===== src/rtl/dtmr_pkg.sv =====
package dtmr_pkg;

    localparam int DW = 32;
    localparam logic [DW-1:0] REVISION = 32'h0002_0001;

    // top-level page offsets
    localparam logic [4:0] TOP_CTRL = 5'h00;
    localparam logic [4:0] TOP_REV  = 5'h10;

    typedef enum logic [2:0] {
        SEL_EN,
        SEL_RELOAD,
        SEL_COUNT,
        SEL_WRAPS,
        SEL_STAT,
        SEL_CLR,
        SEL_MASK,
        SEL_NONE
    } reg_sel_e;

    // per-channel write / read strobes
    typedef struct packed {
        logic wr_en;
        logic wr_reload;
        logic wr_clr;
        logic wr_mask;
        logic rd_wraps;
    } chan_strb_t;

    // readable state of one channel
    typedef struct packed {
        logic          en;
        logic [DW-1:0] reload;
        logic [DW-1:0] snap;
        logic [DW-1:0] wraps;
        logic          st;
        logic          mask;
    } chan_view_t;

    function automatic reg_sel_e decode_off(input logic [4:0] off);
        case (off)
            5'h00:   return SEL_EN;
            5'h04:   return SEL_RELOAD;
            5'h08:   return SEL_COUNT;
            5'h0C:   return SEL_WRAPS;
            5'h10:   return SEL_STAT;
            5'h14:   return SEL_CLR;
            5'h18:   return SEL_MASK;
            default: return SEL_NONE;
        endcase
    endfunction

endpackage


===== src/rtl/dtmr_decode.sv =====
module dtmr_decode
    import dtmr_pkg::*;
#(
    parameter int NCH = 4,
    parameter int AW  = 8
) (
    input  logic                   [AW-1:0]  addr,
    input  logic                             wr_en,
    input  logic                             rd_en,
    output chan_strb_t             [NCH-1:0] strb,
    output logic                   [NCH-1:0] hit_ch,
    output reg_sel_e                         sel,
    output logic                             top_ctrl,
    output logic                             top_rev,
    output logic                             wr_ctrl
);
    localparam int PW = AW - 5;

    logic [PW-1:0] page;
    logic          aligned;

    assign page     = addr[AW-1:5];
    assign aligned  = (addr[1:0] == 2'b00);
    assign sel      = aligned ? decode_off(addr[4:0]) : SEL_NONE;
    assign top_ctrl = (page == '0) && (addr[4:0] == TOP_CTRL);
    assign top_rev  = (page == '0) && (addr[4:0] == TOP_REV);
    assign wr_ctrl  = wr_en && top_ctrl;

    for (genvar i = 0; i < NCH; i++) begin : g_ch
        assign hit_ch[i]         = (page == PW'(i + 1));
        assign strb[i].wr_en     = wr_en && hit_ch[i] && (sel == SEL_EN);
        assign strb[i].wr_reload = wr_en && hit_ch[i] && (sel == SEL_RELOAD);
        assign strb[i].wr_clr    = wr_en && hit_ch[i] && (sel == SEL_CLR);
        assign strb[i].wr_mask   = wr_en && hit_ch[i] && (sel == SEL_MASK);
        assign strb[i].rd_wraps  = rd_en && hit_ch[i] && (sel == SEL_WRAPS);
    end

endmodule


===== src/rtl/dtmr_channel.sv =====
module dtmr_channel
    import dtmr_pkg::*;
(
    input  logic          clk,
    input  logic          rst,
    input  logic          gen,
    input  chan_strb_t    strb,
    input  logic [DW-1:0] wdata,
    output chan_view_t    view,
    output logic [DW-1:0] count,
    output logic          run,
    output logic          load,
    output logic          wrap,
    output logic          clr,
    output logic          irq
);
    logic          en_q, st_q, mask_q;
    logic [DW-1:0] reload_q, cnt_q, wraps_q, snap_q;

    assign run  = gen && en_q;
    assign load = strb.wr_en && wdata[0] && !en_q;
    assign wrap = run && (cnt_q == '0);
    assign clr  = strb.wr_clr && wdata[0];
    assign irq  = st_q && mask_q;

    always_ff @(posedge clk) begin
        if (rst) begin
            en_q     <= 1'b0;
            st_q     <= 1'b0;
            mask_q   <= 1'b0;
            reload_q <= '0;
            cnt_q    <= '0;
            wraps_q  <= '0;
            snap_q   <= '0;
        end else begin
            if (strb.wr_en)     en_q     <= wdata[0];
            if (strb.wr_reload) reload_q <= wdata;
            if (strb.wr_mask)   mask_q   <= wdata[0];

            if (load)           cnt_q <= reload_q;
            else if (wrap)      cnt_q <= reload_q;
            else if (run)       cnt_q <= cnt_q - 1'b1;

            if (wrap)           wraps_q <= wraps_q + 1'b1;

            if (wrap)           st_q <= 1'b1;
            else if (clr)       st_q <= 1'b0;

            if (strb.rd_wraps)  snap_q <= cnt_q;
        end
    end

    assign count       = cnt_q;
    assign view.en     = en_q;
    assign view.reload = reload_q;
    assign view.snap   = snap_q;
    assign view.wraps  = wraps_q;
    assign view.st     = st_q;
    assign view.mask   = mask_q;

endmodule


===== src/rtl/quad_down_timer.sv =====
module quad_down_timer
    import dtmr_pkg::*;
#(
    parameter int NCH = 4,
    parameter int AW  = 8
) (
    input  logic           clk,
    input  logic           rst,
    input  logic [AW-1:0]  addr,
    input  logic [DW-1:0]  wdata,
    input  logic           wr_en,
    input  logic           rd_en,
    output logic [DW-1:0]  rdata,
    output logic [NCH-1:0] irq,
    output logic           irq_any
);
    chan_strb_t [NCH-1:0] strb;
    chan_view_t [NCH-1:0] view;
    logic       [NCH-1:0] hit_ch;
    reg_sel_e             sel;
    logic                 top_ctrl, top_rev, wr_ctrl;
    logic                 gen;
    logic [DW-1:0]        rd_next;

    logic [NCH-1:0][DW-1:0] cnt_a, reload_a, wraps_a, snap_a;
    logic [NCH-1:0]         run_a, load_a, wrap_a, clr_a, st_a, mask_a, rdw_a;

    dtmr_decode #(.NCH(NCH), .AW(AW)) u_dec (
        .addr     (addr),
        .wr_en    (wr_en),
        .rd_en    (rd_en),
        .strb     (strb),
        .hit_ch   (hit_ch),
        .sel      (sel),
        .top_ctrl (top_ctrl),
        .top_rev  (top_rev),
        .wr_ctrl  (wr_ctrl)
    );

    for (genvar i = 0; i < NCH; i++) begin : g_ch
        dtmr_channel u_ch (
            .clk   (clk),
            .rst   (rst),
            .gen   (gen),
            .strb  (strb[i]),
            .wdata (wdata),
            .view  (view[i]),
            .count (cnt_a[i]),
            .run   (run_a[i]),
            .load  (load_a[i]),
            .wrap  (wrap_a[i]),
            .clr   (clr_a[i]),
            .irq   (irq[i])
        );
        assign reload_a[i] = view[i].reload;
        assign wraps_a[i]  = view[i].wraps;
        assign snap_a[i]   = view[i].snap;
        assign st_a[i]     = view[i].st;
        assign mask_a[i]   = view[i].mask;
        assign rdw_a[i]    = strb[i].rd_wraps;
    end

    assign irq_any = |irq;

    always_ff @(posedge clk) begin
        if (rst)          gen <= 1'b0;
        else if (wr_ctrl) gen <= wdata[0];
    end

    always_comb begin
        rd_next = '0;
        if (top_ctrl) rd_next = {{(DW-1){1'b0}}, gen};
        if (top_rev)  rd_next = REVISION;
        for (int i = 0; i < NCH; i++) begin
            if (hit_ch[i]) begin
                case (sel)
                    SEL_EN:     rd_next = {{(DW-1){1'b0}}, view[i].en};
                    SEL_RELOAD: rd_next = view[i].reload;
                    SEL_COUNT:  rd_next = view[i].snap;
                    SEL_WRAPS:  rd_next = view[i].wraps;
                    SEL_STAT:   rd_next = {{(DW-1){1'b0}}, view[i].st};
                    SEL_MASK:   rd_next = {{(DW-1){1'b0}}, view[i].mask};
                    default:    rd_next = '0;
                endcase
            end
        end
    end

    always_ff @(posedge clk) begin
        if (rst)        rdata <= '0;
        else if (rd_en) rdata <= rd_next;
    end

endmodule


===== config.mk =====
export PLATFORM = sky130hd
export DESIGN_NAME = quad_down_timer
export DESIGN_NICKNAME = d
export VERILOG_FILES = /design/src/rtl/dtmr_pkg.sv /design/src/rtl/dtmr_decode.sv /design/src/rtl/dtmr_channel.sv /design/src/rtl/quad_down_timer.sv
export SDC_FILE = /design/constraint.sdc
export NUM_CORES = 1
export LEC_CHECK = 0
export BUFFER_PORTS_ARGS = -buffer_cell sky130_fd_sc_hd__clkbuf_2
export CAP_MARGIN = 40
export CORE_MARGIN = 1.5
export CORE_UTILIZATION = 30
export CTS_CLUSTER_SIZE = 20
export DETAILED_ROUTE_END_ITERATION = 16
export PLACE_DENSITY = 0.53
export RECOVER_POWER = 100
export SYNTH_ARGS = -nofsm -noshare
export SYNTH_HDL_FRONTEND = slang
export SYNTH_SLANG_ARGS = --single-unit

===== constraint.sdc =====
create_clock -name clk -period 3.16 [get_ports clk]
set_input_delay 0.474 -clock clk [delete_from_list [all_inputs] [get_ports clk]]
set_output_delay 0.474 -clock clk [all_outputs]
set_load 0.02 [all_outputs]

# Word-level counts from Yosys, hierarchy flattened

Index checks and enable logic that the tools add are counted.

Add/sub/neg operators: 8
Eq/ne operators: 16
Muxes and demuxes: 32
Reduce and logical (&&, ||, !) cells: 76

Operator list:

| kind                                                                  | count |
|---|---|
| 32-bit case mux with 6 select lines                                   | 4 |
| 32-bit 2-to-1 mux                                                     | 17 |
| 32-bit by 1-bit adder with 32-bit output, second input constant       | 4 |
| 32-bit zero test                                                      | 4 |
| 32-bit by 1-bit subtractor with 32-bit output, second input constant  | 4 |
| 1-bit logical AND                                                     | 55 |
| 3-bit case mux with 7 select lines                                    | 1 |
| 5-bit equality test, second input constant                            | 3 |
| 3-bit by 2-bit equality test with 1-bit output, second input constant | 4 |
| 3-bit equality test, second input constant                            | 4 |
| 3-bit nonzero test                                                    | 4 |
| 5-bit by 4-bit equality test with 1-bit output, second input constant | 2 |
| 1-bit 2-to-1 mux                                                      | 9 |
| 2-bit nonzero test                                                    | 4 |
| 3-bit by 1-bit equality test with 1-bit output, second input constant | 2 |
| 3-bit zero test                                                       | 2 |
| 5-bit by 3-bit equality test with 1-bit output, second input constant | 1 |
| 5-bit zero test                                                       | 1 |
| 1-bit zero test                                                       | 4 |
| 4-bit OR reduction                                                    | 1 |
| 3-bit 2-to-1 mux                                                      | 1 |
| 2-bit zero test                                                       | 1 |

Input bits: 44
Register bits after elaboration: 557
Word-level logic and storage cells: 162
Output and inout bits: 37

# Logic depth before layout (Yosys ltp)

Depth after elaboration: 9
Depth in mapped cells: 10
Mapped depth without buffers: 8

# By module

A second synthesis with hierarchy kept.

Cells, all modules: 3480
Area total of the unflattened synthesis: 30081.4 µm²

By module, submodules not included:

| module                           | cells an instance | instances | area each (µm²) | seq. area each (µm²) |
|---|---|---|---|---|
| dtmr_channel at g_ch[1].u_ch ... | 702               | 3         | 6193.4          | 2622.5 |
| dtmr_channel at g_ch[0].u_ch     | 699               | 1         | 6100.9          | 2622.5 |
| quad_down_timer                  | 626               | 1         | 5024.8          | 660.6 |
| dtmr_decode                      | 49                | 1         | 375.4           | 0.0 |

# Worst setup path after synthesis

Ideal clock, no wire load.

Path type: input to register
From: in addr[7]
To: reg g_ch[3].u_ch.cnt_q[20]
Library setup time: 0.132 ns
Setup slack: 0.420 ns
Stages on the path: 10
Data required time: 3.028 ns
Path buffers: 4
Arrival time: 2.607 ns
Cell sequence: clkbuf_1 or3b_2 clkbuf_1 or4_1 clkbuf_1 o41ai_4 buf_2 nor2_1 a21oi_1 a21oi_1

Longest elaborated chain between the ends: 6
Elaborated cells between the ends (all ways): 7
Classes of those cells: 1 x eq/ne; 1 x mux; 5 x reduce/logical

RTL lines:

| element                                                                         | line                 | source |
|---|---|---|
| from (decl)                                                                     | quad_down_timer.sv:9 | `input logic [AW-1:0] addr,` |
| 3-bit equality test (*)                                                         | dtmr_decode.sv:30    | `assign hit_ch[i] = (page == PW'(i + 1));` |
| 1-bit logical AND (*) (2 in series)                                             | dtmr_decode.sv:31    | `assign strb[i].wr_en = wr_en && hit_ch[i] && (sel == SEL_EN);` |
| 1-bit logical AND (*) (2 in series)                                             | dtmr_channel.sv:21   | `assign load = strb.wr_en && wdata[0] && !en_q;` |
| 3-bit nonzero test (no source line) / 32-bit 2-to-1 mux (equally long branches) | --                   |  |
| to (signal assigned)                                                            | dtmr_channel.sv:40   | `if (load) cnt_q <= reload_q;` |
| to (signal assigned)                                                            | dtmr_channel.sv:41   | `else if (wrap) cnt_q <= reload_q;` |
| to (signal assigned)                                                            | dtmr_channel.sv:42   | `else if (run) cnt_q <= cnt_q - 1'b1;` |
| to (decl)                                                                       | dtmr_channel.sv:18   | `logic [DW-1:0] reload_q, cnt_q, wraps_q, snap_q;` |

Every way passes the cells marked *; elsewhere a longest branch is shown, timed or not.
A chain may end at the register's enable or synchronous reset.

# Worst setup path after layout

From: in addr[2]
To: reg rdata[20]

Longest elaborated chain between the ends: 9
Elaborated cells between the ends (all ways): 23
Classes of those cells: 11 x eq/ne; 10 x mux; 2 x reduce/logical

RTL lines:

| element                                           | line                  | source |
|---|---|---|
| 5-bit equality test, or another cell as far along | dtmr_pkg.sv:41        | `case (off)` |
| 3-bit case mux with 7 select lines (*)            | dtmr_pkg.sv:41        |  |
| 3-bit 2-to-1 mux (*)                              | dtmr_decode.sv:24     | `assign sel = aligned ? decode_off(addr[4:0]) : SEL_NONE;` |
| 3-bit equality test, or another cell as far along | quad_down_timer.sv:76 | `case (sel)` |
| 32-bit case mux with 6 select lines               | quad_down_timer.sv:76 |  |
| 32-bit 2-to-1 mux (3 in series)                   | quad_down_timer.sv:75 | `if (hit_ch[i]) begin` |
| 32-bit 2-to-1 mux (*)                             | quad_down_timer.sv:75 |  |
| to (signal assigned)                              | quad_down_timer.sv:91 | `else if (rd_en) rdata <= rd_next;` |
| to (decl)                                         | quad_down_timer.sv:13 | `output logic [DW-1:0] rdata,` |

Marks and branches as above.

==> run summary <==
Final HPWL DP - 85600 um
Status - finished with violations
1st-pass router iterations - 5
Max incr delay on CP - 0.83 ns
Number of global-route vias before repair - 26000
Root Buffer - clkbuf_16
Final Max Slew Viols - 37
Initial Util - 0.304
Net Count, Synth - 3656
Worst Hold Class - input pin to flip-flop
Tightest Pin Transition - 1.67 ns
Chip Height - 309 um
Postcts setup bufs - 0
Tcrit/Tclk final - 0.947
Power Total - 15.7 mW
Number of synthesized register bits - 557
RSZ-0062 raised after global routing - false
Iteration-0 DRC Markers - 3292
GP Congestion - 1.04
Syn Std Cell Area - 0.0280 mm^2
Failing checks - capacitance limit, slew limit
DRC Markers - 0
H-tree levels - 3
Area growth syn-to-layout - 16.6%
Initial antenna violation count - 7
Area contributors post-synth - dfxtp_1, nand2_1, a21oi_1, mux2_2, nor2_1
CP max stage cell - clkbuf_2
# port buffers - 80
WP data arrival - 3.55 ns
Max-cap violations - 1
Fill count - 9710
Via count - 28300
DR vias/cell - 5.68
Clk pin slew, worst setup/hold paths - 0.06 ns
# nets final - 3732
Skew final - 0.0236 ns
Most instantiated cells after synthesis - nand2_1, dfxtp_1, a21oi_1
Inserted Clock Buffers - 67
Final Hold Fails - 0
Number of synthesized flops with an enable pin - 0
GRT Util Overall - 0.250
Die area - 0.0952 mm^2
Largest net degree at the start of global routing - 151
Crit end category - flip-flop
Crit-path cells - clkbuf_2 > clkbuf_2 > nor4b_2 > clkbuf_2 > clkbuf_1 > a221o_1 > o211ai_1 > nand2_1
Worst skew pair latency - 0.62 ns
Worst IR Drop VDD - 325 uV
Drt total wl - 121000 um
First-pass GRT wire length - 179000 um
Top cell type by total area after synthesis - dfxtp_1
Power Density - 481 mW/mm^2
Row cnt - 111
Finish-stage setup viols - 0
Clock Sinks - 557
CTS tree - built
Core region area - 0.0921 mm^2
Cells after Synth - 3604
YS warnings - 0
CTS Hold Bufs - 0
Most used DFF post-synth - dfxtp_1
Ys async rst share - 0
Most frequent CP cell - clkbuf_2
Layout cell share with drive strength beyond 1 - 0.134
Setup_tns - 0 ns
Sequential area share after synthesis - 0.398
DP Worst Slack - 0.149 ns
IO Count - 81
Maximum root-to-sink buffer count - 3
Die W - 309 um
Tmin final - 2.99 ns
Crit-path max FO - 33
CP Launch Type - input pin
Critical setup path kind - input pin to flip-flop
CP delay by family, top - buffers and inverters
Data required time of the critical path - 3.72 ns
Static leakage - 11.3 nW
Gates resized, CTS repair - 0
Most common cell in the netlist - nand2_1
Post-DRT Antenna Nets - 0
Final core occ - 0.355
DR WL/cell - 24.4 um
Synth cell types - 75
Final worst slack - 0.167 ns
Syn avg cell area - 7.77 um^2
Achievable clock frequency - 334 MHz
Max_slew headroom - -0.114
Yosys top cell area share - 0.398
Bufs and invs on worst path - 4
Grt total ovfl - 0
## sequential cells by signal, summed over array words and instances (netlist names)
signal / cells
g_ch.u_ch.snap_q: 128
g_ch.u_ch.reload_q: 128
gen: 1
g_ch.u_ch.count: 128
rdata: 32
g_ch.u_ch.st_q: 4
g_ch.u_ch.wraps_q: 128
g_ch.u_ch.en_q: 4
g_ch.u_ch.mask_q: 4
## worst register-to-register path: cells and delay by family, from the launching register on
family           cells  cell delay [ns]
AND/OR/NAND/NOR      4             2.21
flip-flops           1             0.35
AO/OA/AOI/OAI        2             0.24
## routing by layer
layer | wire, um | global-route usage
met5 | 46 | 0
met4 | 5930 | 0.116
met3 | 11100 | 0.0598
met2 | 50400 | 0.361
met1 | 53800 | 0.348
## final timing paths
check                          from                   endpoint  slack, ns  cells past startpoint
max                         addr[2]                  rdata[20]       0.17                      8
min                             rst  g_ch[3].u_ch.reload_q[29]       0.21                      2
max reg2reg  g_ch[0].u_ch.count[13]     g_ch[0].u_ch.count[24]       0.21                      6
min reg2reg  g_ch[2].u_ch.snap_q[7]     g_ch[2].u_ch.snap_q[7]       0.45                      2
## report_power, final
| part | total, mW | switching (mW) | internal (mW) | leakage (nW) |
|---|---|---|---|---|
| Clock | 7.87 | 3.26 | 4.61 | 1.09 |
| Sequential | 7.04 | 0.0123 | 7.03 | 4.48 |
| Combinational | 0.787 | 0.598 | 0.188 | 5.68 |
## stage by stage
step           cell area, um^2  hold slack [ns]  std cells
3_5_place_dp             30700            0.445       4854
6_report                 32700            0.215       4975
3_3_place_gp             30600            0.437       4850
5_1_grt                  32600            0.216       4970
4_1_cts                  32900            0.182       4970
2_1_floorplan            28000            0.427       3604
## layout by cell type, fill, tap and decap left out, drive strengths merged, types with 65 or more instances in the layout
cell type / Yosys / routed
nand2: 760 / 760
dfxtp: 557 / 557
a21oi: 387 / 387
nor2: 263 / 263
clkbuf: 255 / 217
buf: 31 / 173
nand3: 136 / 136
mux2: 118 / 118
nor4: 115 / 115
xnor2: 90 / 90
nor3: 90 / 90
o21ai: 85 / 85
a31oi: 65 / 65
## layout make-up
cell class              instances  area (um^2)  area share
diodes                          5         12.5    0.000383
clock buffers                  97         2020      0.0619
clock inverters                19          184     0.00563
inverters                      39          146     0.00448
multi-input cells            2722        15600       0.478
flip-flops and latches        557        11200       0.341
well taps                    1243         1560      0.0476
repair buffers                293         1970      0.0603
## logic make-up (layout without fill, tap and decap cells)
group	Yosys count	in the layout	synth area share
AO/OA/AOI/OAI	830	830	0.190
flip-flops	557	557	0.398
XOR/XNOR	123	123	0.0385
multiplexers	145	145	0.0571
AND/OR/NAND/NOR	1616	1616	0.267
adder cells (fa/ha/maj)	8	8	0.00357
buffers and inverters	325	448	0.0456
other	0	5	0
Power figures use the tool's default switching activity.
